**src/rtl/mcu_clkpwr.sv**
```systemverilog
module mcu_clkpwr #(
  parameter int STATES = 6,
  parameter int QUAL_CYCLES = 2,
  parameter logic [7:0] PCON_ADDR = 8'h87
) (
  input  logic       osc_clk,
  input  logic       rst_pin,
  input  logic       sfr_we,
  input  logic [7:0] sfr_addr,
  input  logic [1:0] pcon_wdata,
  input  logic       wake_irq,
  output logic       cpu_ce,
  output logic       per_ce,
  output logic       core_rst,
  output logic       mcyc_stb,
  output logic       idle_mode,
  output logic       pdown_mode
);
  localparam int SW = (STATES > 1) ? $clog2(STATES) : 1;
  localparam int QW = $clog2(QUAL_CYCLES + 1);
  localparam logic [SW-1:0] LAST_ST = SW'(STATES - 1);
  localparam logic [QW-1:0] QUAL_MAX = QW'(QUAL_CYCLES);
  localparam logic [QW-1:0] QUAL_LAST = QW'(QUAL_CYCLES - 1);

  logic          ph_q = 1'b0;
  logic [SW-1:0] st_q = '0;
  logic [QW-1:0] qual_q = '0;
  logic          rst_q = 1'b1;
  logic          idle_q = 1'b0;
  logic          pd_q = 1'b0;

  logic run, bnd, pcon_hit, qual_hit;

  assign run      = !pd_q || rst_pin;
  assign bnd      = run && !ph_q && (st_q == '0);
  assign pcon_hit = sfr_we && (sfr_addr == PCON_ADDR) && !idle_q && !pd_q && !rst_q;
  assign qual_hit = bnd && rst_pin && (qual_q >= QUAL_LAST);

  always_ff @(posedge osc_clk) begin
    if (run) begin
      ph_q <= !ph_q;
      if (ph_q) st_q <= (st_q == LAST_ST) ? '0 : st_q + SW'(1);
    end
  end

  always_ff @(posedge osc_clk) begin
    if (!rst_pin) qual_q <= '0;
    else if (bnd && qual_q != QUAL_MAX) qual_q <= qual_q + QW'(1);
  end

  always_ff @(posedge osc_clk) begin
    if (qual_hit) rst_q <= 1'b1;
    else if (bnd && !rst_pin) rst_q <= 1'b0;
  end

  always_ff @(posedge osc_clk) begin
    if (qual_hit) begin
      idle_q <= 1'b0;
      pd_q   <= 1'b0;
    end else if (pcon_hit) begin
      pd_q   <= pcon_wdata[1];
      idle_q <= pcon_wdata[0] && !pcon_wdata[1];
    end else if (idle_q && bnd && wake_irq) begin
      idle_q <= 1'b0;
    end
  end

  assign per_ce     = ph_q && !pd_q;
  assign cpu_ce     = per_ce && !idle_q;
  assign mcyc_stb   = bnd;
  assign core_rst   = rst_q;
  assign idle_mode  = idle_q;
  assign pdown_mode = pd_q;
endmodule

```
**config.mk**
```make
export PLATFORM = sky130hd
export DESIGN_NAME = mcu_clkpwr
export DESIGN_NICKNAME = d
export VERILOG_FILES = /design/src/rtl/mcu_clkpwr.sv
export SDC_FILE = /design/constraint.sdc
export NUM_CORES = 1
export LEC_CHECK = 0
export ABC_CLOCK_PERIOD_IN_PS = 3900
export BUFFER_PORTS_ARGS = -buffer_cell sky130_fd_sc_hd__buf_2
export CAP_MARGIN = 10
export CORE_AREA = 3 3 40 42
export CTS_BUF_LIST = sky130_fd_sc_hd__clkbuf_16
export DETAILED_ROUTE_END_ITERATION = 10
export DIE_AREA = 0 0 43 45
export GPL_TIMING_DRIVEN = 0
export PLACE_DENSITY = 0.66
export SYNTH_ARGS = -nofsm -noshare
export SYNTH_HDL_FRONTEND = slang
export SYNTH_SLANG_ARGS = --single-unit
```
**constraint.sdc**
```tcl
create_clock -name osc_clk -period 3.9 [get_ports osc_clk]
set_clock_uncertainty 0.1 [all_clocks]
set_input_delay 0.195 -clock osc_clk [delete_from_list [all_inputs] [get_ports osc_clk]]
set_output_delay 0.195 -clock osc_clk [all_outputs]
set_load 0.02 [all_outputs]
```
Word-level counts from Yosys, hierarchy flattened
Index checks and enable logic that the tools add are counted.
{"block": "totals", "register_bits": 9, "inputBits": 14, "output_inout_bits": 6, "word_cells": 39}
{"block": "classes", "n_addsub": 2, "n_lt_le_gt_ge": 1, "n_eq_ne": 3, "muxes": 2, "reduce_logical": 25}
{"operator": "1-bit logical AND", "count": 15}
{"operator": "8-bit == test, second input constant", "count": 1}
{"operator": "1-bit zero test", "count": 6}
{"operator": "3-bit by 1-bit adder with 3-bit output, second input constant", "count": 1}
{"operator": "3-bit == test, second input constant", "count": 1}
{"operator": "3-bit zero test", "count": 1}
{"operator": "2-bit by 1-bit adder with 2-bit output, second input constant", "count": 1}
{"operator": "2-bit by 1-bit greater-or-equal comparator with 1-bit output, second input constant", "count": 1}
{"operator": "1-bit 2-to-1 mux", "count": 2}
{"operator": "2-bit != test, second input constant", "count": 1}
{"operator": "2-bit AND reduction", "count": 1}
{"operator": "2-bit nonzero test", "count": 1}
{"operator": "1-bit logical OR", "count": 1}

Longest topological paths before layout
Gate-level depths: netlist of run 1.
{"block": "logic_depth", "word_depth": 8, "depth_mapped": 6, "depth_no_buf": 5}

Least setup slack after synthesis of run 1
Ideal clock, no wire load.
{"block": "synth_path", "path_type": "register -> output", "startpoint": "register st_q[0]", "endpoint": "output mcyc_stb", "arrival_time_ps": 1373, "t_required_ps": 3605, "path_slack_ps": 2232, "stages_incl_launch_ff": 6, "path_buffers": 1, "cell_sequence": "edfxtp_1 -> inv_1 -> ha_1 -> or3b_1 -> buf_6 -> nor2_1"}
{"block": "synth_between", "elab_chain_len": 2}
{"item": "start, declared", "line": "26", "rtl": "logic [SW-1:0] st_q = '0;"}
{"item": "start signal, assigned", "line": "42", "rtl": "if (ph_q) st_q <= (st_q == LAST_ST) ? '0 : st_q + SW'(1);"}
{"item": "3-bit zero test", "line": "35", "rtl": "assign bnd = run && !ph_q && (st_q == '0);"}
{"item": "1-bit logical AND", "line": "35"}
{"item": "end, declared", "line": "15", "rtl": "output logic mcyc_stb,"}
Every way passes these cells.

Final worst setup path of run 1
Same ends and word-level chain as after synthesis.

==> results of run 1 <==
-- cell usage in the layout (no fill, tap or decap) --
cell	Yosys	routed
a21boi_0	1	1
a21oi_1	2	2
a41oi_1	1	1
and2b_1	1	1
and4_1	1	1
buf_2	0	19
buf_6	1	1
clkbuf_16	0	3
dfxtp_1	5	5
edfxtp_1	4	4
ha_1	5	5
inv_1	7	8
mux2_2	1	1
mux2i_1	2	2
nand2_1	4	4
nand4_1	1	1
nor2_1	5	5
nor2b_1	1	1
nor3_1	2	2
nor3_4	1	1
nor3b_2	1	1
nor4_1	1	1
nor4b_1	1	1
o31ai_1	1	1
o32a_1	1	1
or3b_1	1	1
-- state kept, by name, summed over array words and instances (netlist names) --
register / count
st_q: 3
qual_q: 2
ph_q: 1
pdown_mode: 1
idle_mode: 1
core_rst: 1
-- cell type report --
cell class | count | share of cell area (%)
Buffer | 1 | 1.58
Clock buffer | 3 | 10.5
Clock inverter | 1 | 0.526
Inverter | 7 | 3.68
Multi-Input combinational cell | 34 | 36.8
Sequential cell | 9 | 30.9
Tap cell | 15 | 2.63
Timing Repair Buffer | 19 | 13.3
-- stage by stage --
| stage | power [W] | area [um^2] |
|---|---|---|
| after detailed placement | 0.000226 | 634 |
| after floorplan | 0.000197 | 520 |
| after CTS | 0.000405 | 713 |
| after global routing | 0.000426 | 713 |
| final | 0.000401 | 713 |
| after global placement | 0.000224 | 634 |
-- worst max path at each step --
stage                     startpoint       end  slack (ns)  cells after the start
2_1_floorplan  st_q[0]$_SDFFCE_PN0P_  mcyc_stb        2.23                      5
3_3_place_gp   st_q[0]$_SDFFCE_PN0P_  mcyc_stb        2.22                      6
3_5_place_dp   st_q[0]$_SDFFCE_PN0P_  mcyc_stb        2.21                      6
4_1_cts        st_q[0]$_SDFFCE_PN0P_  mcyc_stb        1.94                      6
5_1_grt        st_q[0]$_SDFFCE_PN0P_  mcyc_stb        1.84                      6
6_report       st_q[0]$_SDFFCE_PN0P_  mcyc_stb        1.96                      6
-- power breakdown --
part | internal, W | switching (W)
Combinational | 0.0000383 | 0.0000503
Sequential | 0.000123 | 0.0000135
Clock | 0.000134 | 0.0000419
-- cell usage after synthesis (all sizes together) --
cell and instances:
inv 7, dfxtp 5, ha 5, nor2 5
edfxtp 4, nand2 4, nor3 3, a21oi 2
mux2i 2, a21boi 1, a41oi 1, and2b 1
and4 1, buf 1, mux2 1, nand4 1
nor2b 1, nor3b 1, nor4 1, nor4b 1
o31ai 1, o32a 1, or3b 1
-- worst reg2reg max path, delay by kind of cell, from the launching register on --
family / cells / cell delay, ns
AND/OR/NAND/NOR: 2 / 0.51
adder cells (fa/ha/maj): 1 / 0.13
flip-flops: 1 / 0.44
multiplexers: 1 / 0.20
buffers and inverters: 2 / 0.24
-- routing by layer --
| metal | track usage, % | up-vias |
|---|---|---|
| met1 | 15.0 | 194 |
| met3 | 3.59 | 2 |
| met2 | 20.4 | 6 |
| met4 | 5.42 | 0 |
| met5 | 0 | - |
| li1 | - | 224 |
-- kinds of logic (layout without fill, tap and decap cells) --
kind of cell	count (synthesis)	count (layout)	synth area share, %
AOI/OAI and AO/OA	6	6	8.41
muxes	3	3	6.01
adders and majority gates	5	5	12.0
and+or+nand+nor	20	20	24.0
buffers and inverters	8	31	7.21
DFF	9	9	42.3
==> summary.md, run 1 <==
| Metric | Value |
|---|---|
| TNS Setup | `0 ns` |
| Drt total wl | `1010 um` |
| DR iter-0 viols | `4` |
| Top Metal Used | `met4` |
| Clk Latency, worst-skew pair | `0.23 ns` |
| Critical-path cell list | `inv_1 > ha_1 > or3b_1 > buf_6 > nor2_1 > buf_2` |
| Reg2reg path depth | `6` |
| Met2 wire len | `498 um` |
| Synth Instances | `51` |
| Antenna violations before repair | `0` |
| Hold_sp | `pcon_wdata[1]` |
| Worst hold-check path type | `primary input to register` |
| Routed wl met3 | `34 um` |
| WL/cell | `11.4 um` |
| Final RePlAce weighted congestion | `0.615` |
| Crit. End Element | `primary output` |
| CTS tree | `built` |
| Horiz. Die Dim | `43 um` |
| R2r setup slk | `2.21 ns` |
| Hold buffers post-CTS | `0` |
| Post-CTS sizing | `0` |
| Final setup margin | `1.96 ns` |
| FILL cells | `116` |
| Total GRT Usage | `12.3%` |
| Post-synth top area cell | `edfxtp_1` |
| Total placed cells including tap cells | `85` |
| Share of layout cells above drive strength 1 | `35.1%` |
| Final worst path period need | `1.94 ns` |
| Fin cells | `89` |
| Longest Clk Path Bufs | `2` |
| Kind of critical path | `register to primary output` |
| RSZ-0062 raised after global routing | `no` |
| WP data required | `3.61 ns` |
| Max stage delay on crit path | `0.44 ns` |
| IO Count | `20` |
| Footprint of the multi-input gates | `263 um^2` |
| Buffers & Inverters on Critical Path | `3` |
| Status | `finished, final reports clean` |
| Dominant cells by area after synthesis | `edfxtp_1 23%, dfxtp_1 19%, ha_1 12%` |
| Pre-CTS setup slack | `2.21 ns` |
| Register area | `220 um^2` |
| WHS | `0.171 ns` |
| Syn Std Cell Area | `520 um^2` |
| Pin count of the biggest net entering global routing | `8` |
| Achievable Freq | `0.515 GHz` |
| Post-DR vias/cell | `4.79` |
| Final Setup Violations | `0` |
| Leak | `0.328 nW` |
| Syn nets | `70` |
| Num CTS Buffers | `3` |
| DR vias | `426` |
| # DRC | `0` |
| Worst r2r src | `st_q[0]$_SDFFCE_PN0P_` |
| Crit path launch type | `register` |
| CTS clk-pin slew, worst paths | `0.04 ns` |
| Hold Fails Final Rpt | `0` |
| YS warnings | `0` |
| Crit-path slowest cell | `edfxtp_1` |
| Maximum vdd ir drop | `0.000293 V` |
| Final period util | `49.8%` |
| Vias in the first global route | `426` |
| First-pass GRT wire length | `1750 um` |
| Sink Count | `9` |
| Final antenna-violating net count | `0` |
| Syn Area/Cell | `10.2 um^2` |
| DRT met1 WL | `468 um` |
| Final core occ | `55.5%` |
| Hold-critical path depth | `3` |
| Post-synth top area share | `23.1%` |
| Max FO, Critical Path | `6` |
| H-tree depth | `1` |
| Slew Limit Fails | `0` |
| Port bufs | `19` |
| Least-Margin Pin Slew | `0.345 ns` |
| Setup Fix Bufs, Post-CTS | `0` |
| Power Density | `562 nW/um^2` |
| Total gr overflow | `0` |
| Initial Util | `40.5%` |
| DP HPWL | `816 um` |
| First-pass DRT Iterations | `3` |
| Synth-to-Final Area Change | `37.0%` |
| N_diodes | `0` |
| CTS root buf | `clkbuf_16` |
| Yosys reg bits | `9` |
| Die Y | `45 um` |
| WHS Endpoint | `pdown_mode$_SDFFE_PP0P_` |
| Sequential cell area fraction in the yosys report | `42.3%` |
| R2r endpoint | `qual_q[0]$_SDFFE_PN0P_` |
| Core Rows | `13` |
| Data arrival, critical path | `1.65 ns` |
| Synth cell types | `24` |
| Slew margin rel. | `76.6%` |
| Core Region | `1280 um^2` |
| CP top delay family | `flip-flops` |
| NumNets Final | `94` |
| Maxcap violations | `0` |
| Die area | `1940 um^2` |
Note: power is estimated with default switching activity, not from simulation.
==> inputs of run 2 (changes only) <==
Settings changed: ABC_CLOCK_PERIOD_IN_PS 3900 to 1700, PLACE_DENSITY 0.66 to 0.69.
Clock period 3.9 ns to 1.7 ns, I/O delays scaled along.
==> summary.md, run 2 (synthesis gave the netlist of run 1 again) <==
| Metric | Value |
|---|---|
| Hold_sp | `sfr_addr[3]` |
| Total GRT Usage | `13.1% (+0.74 points)` |
| Sink Count | `9 (unchanged)` |
| Combinational share of power | `25.7% (+3.6 points)` |
| DR iter-0 viols | `0 (-4)` |
| Most flop-heavy register | `st_q` |
| IO Count | `20 (unchanged)` |
| WL/cell | `12.1 um (+6.3%)` |
| NumNets Final | `96 (+2.1%)` |
| RSZ-0062 raised after global routing | `yes` |
| Clock network fraction of design power | `41.7% (-2.1 points)` |
| Antenna violations before repair | `0 (unchanged)` |
| Crit. End Element | `primary output` |
| DR vias | `431 (+1.2%)` |
| Slew Limit Fails | `0 (unchanged)` |
| Achievable Freq | `0.581 GHz` |
| Final period util | `101%` |
| Initial Util | `40.5% (unchanged)` |
| Max FO, Critical Path | `4 (-2)` |
| TNS Setup | `-0.0199 ns (-0.0199 ns)` |
| FILL cells | `114 (-1.7%)` |
| Core Rows | `13 (unchanged)` |
| Longest Clk Path Bufs | `2 (unchanged)` |
| DP HPWL | `826 um (+1.2%)` |
| Final worst path period need | `1.72 ns` |
| Port bufs | `19 (unchanged)` |
| Die Y | `45 um (unchanged)` |
| Reg power frac | `32.6% (-1.5 points)` |
| Final Setup Violations | `1 (+1)` |
| Max stage delay on crit path | `0.43 ns (about the same)` |
| CTS tree | `built` |
| Pin count of the biggest net entering global routing | `8 (unchanged)` |
| Hold Fails Final Rpt | `0 (unchanged)` |
| Most common cell after layout, fill and taps aside | `buf_2` |
| First-pass GRT wire length | `1810 um (+3.5%)` |
| Sw frac | `26.9% (+0.58 points)` |
| Most frequent cells in the layout | `18 x buf_2, 6 x inv_1, 5 x dfxtp_1` |
| NetSw | `0.000259 W (+150%)` |
| Power Density | `1270 nW/um^2 (+130%)` |
| Leak | `0.336 nW (+2.4%)` |
| Final antenna-violating net count | `0 (unchanged)` |
| Failing checks | `setup timing` |
| N_diodes | `0 (unchanged)` |
| Data arrival, critical path | `1.53 ns (-0.12 ns)` |
| Post-DR vias/cell | `4.74 (-1.0%)` |
| Crit-path slowest cell | `or3b_4` |
| Total gr overflow | `0 (unchanged)` |
| Num CTS Buffers | `3 (unchanged)` |
| Maximum vdd ir drop | `0.000735 V (+150%)` |
| Die area | `1940 um^2 (unchanged)` |
| Least-Margin Pin Slew | `0.372 ns (+0.0270 ns)` |
| Vias in the first global route | `433 (+1.6%)` |
| Critical Path Start | `st_q[1]$_SDFFCE_PN0P_` |
| # DRC | `0 (unchanged)` |
| Total power | `0.000962 W (+140%)` |
| Worst r2r src | `st_q[1]$_SDFFCE_PN0P_` |
| WP data required | `1.51 ns (-2.10 ns)` |
| CP top delay family | `simple AND/OR/NAND/NOR gates` |
| Critical-path cell list | `inv_2 > ha_4 > or3b_4 > nor2_4 > buf_6` |
| Final RePlAce weighted congestion | `0.650 (+5.6%)` |
| Final setup margin | `-0.0199 ns (-1.98 ns)` |
| Status | `complete, but fails checks` |
| Buffers & Inverters on Critical Path | `2 (-1)` |
| Maxcap violations | `0 (unchanged)` |
| CTS root buf | `clkbuf_16` |
| Pint | `0.000703 W (+140%)` |
| Slew margin rel. | `74.8% (-1.8 points)` |
| CTS clk-pin slew, worst paths | `0.04 ns (about the same)` |
| Synth-to-Final Area Change | `45.4%` |
| Clk Latency, worst-skew pair | `0.23 ns (about the same)` |
| First-pass DRT Iterations | `1 (-2)` |
| H-tree depth | `1 (unchanged)` |
| Worst hold-check path type | `primary input to register` |
| Core Region | `1280 um^2 (unchanged)` |
| Biggest regs | `st_q (3), qual_q (2)` |
| Crit path launch type | `register` |
| Drt total wl | `1100 um (+8.7%)` |
| Horiz. Die Dim | `43 um (unchanged)` |
| Max FFs per register | `3 (unchanged)` |
| Hold buffers post-CTS | `0 (unchanged)` |
| Share of layout cells above drive strength 1 | `43.4% (+8.3 points)` |
| Kind of critical path | `register to primary output` |
## run 2: changes by cell type in the layout (fill, tap and decap cells not counted), sizes merged
| cell | change |
|---|---|
| buf | +2 |
## run 2: worst paths after layout
path	slack (ns)	endpoint	cells after the start
worst max-delay path	-0.02	mcyc_stb	5
worst max register to register	0.01	core_rst$_SDFFE_PP1P_	5
worst min-delay path	0.04	idle_mode$_SDFFE_PP0P_	4
worst min register to register	0.38	qual_q[1]$_SDFFE_PN0P_	2
## run 2: per-stage QoR
stage	hold WS, ns	cell area [um^2]	setup WS [ns]	util, %	instances
after detailed placement	0.288	634	-0.0509	49.4	85
after global placement	0.283	634	0.0555	49.4	85
after CTS	0.0485	742	-0.0491	57.7	91
after floorplan	0.131	520	0.125	-	51
final	0.0425	757	-0.0199	58.9	91
after global routing	0.0744	757	-0.0692	58.9	91
## run 2: repair_timing
item | in CTS | in global routing
setup endpoints to repair | 3 | 6
pin swaps | 0 | 2
resized for setup | 5 | 5
buffers inserted | 2 | 1
## run 2: final cells by class
class / instances / area [um^2] / area share (%)
sequential: 9 / 220 / 29.1
clock inverter: 1 / 3.75 / 0.496
multi-input combinational: 34 / 285 / 37.7
inverter: 7 / 26.3 / 3.47
clock buffer: 3 / 75.1 / 9.92
tap: 15 / 18.8 / 2.48
timing repair buffer: 22 / 128 / 16.9
## run 2: worst reg2reg max path, cell delays in order, from the launching register on
cell and delay, ns:
edfxtp_1 0.39, inv_2 0.11, ha_4 0.13, or3b_4 0.43
buf_6 0.15, o32a_1 0.27
## run 2: metal layers
| layer | track usage, % | share of wire (%) | vias up |
|---|---|---|---|
| met3 | 4.78 | 3.0 | 2 |
| met4 | 5.42 | 0.82 | 0 |
| li1 | - | - | 230 |
| met1 | 15.2 | 47 | 193 |
| met5 | 0 | 0 | - |
| met2 | 21.9 | 49 | 6 |
## run 2: power by group through the flow
stage	clock (W)	sequential [W]	combinational [W]
finish	0.000401	0.000313	0.000247
global route	0.000422	0.000318	0.000278
CTS	0.000408	0.000311	0.000226
detailed placement	0	0.000317	0.000206
global placement	0	0.000315	0.000198
floorplan	0	0.000324	0.000128
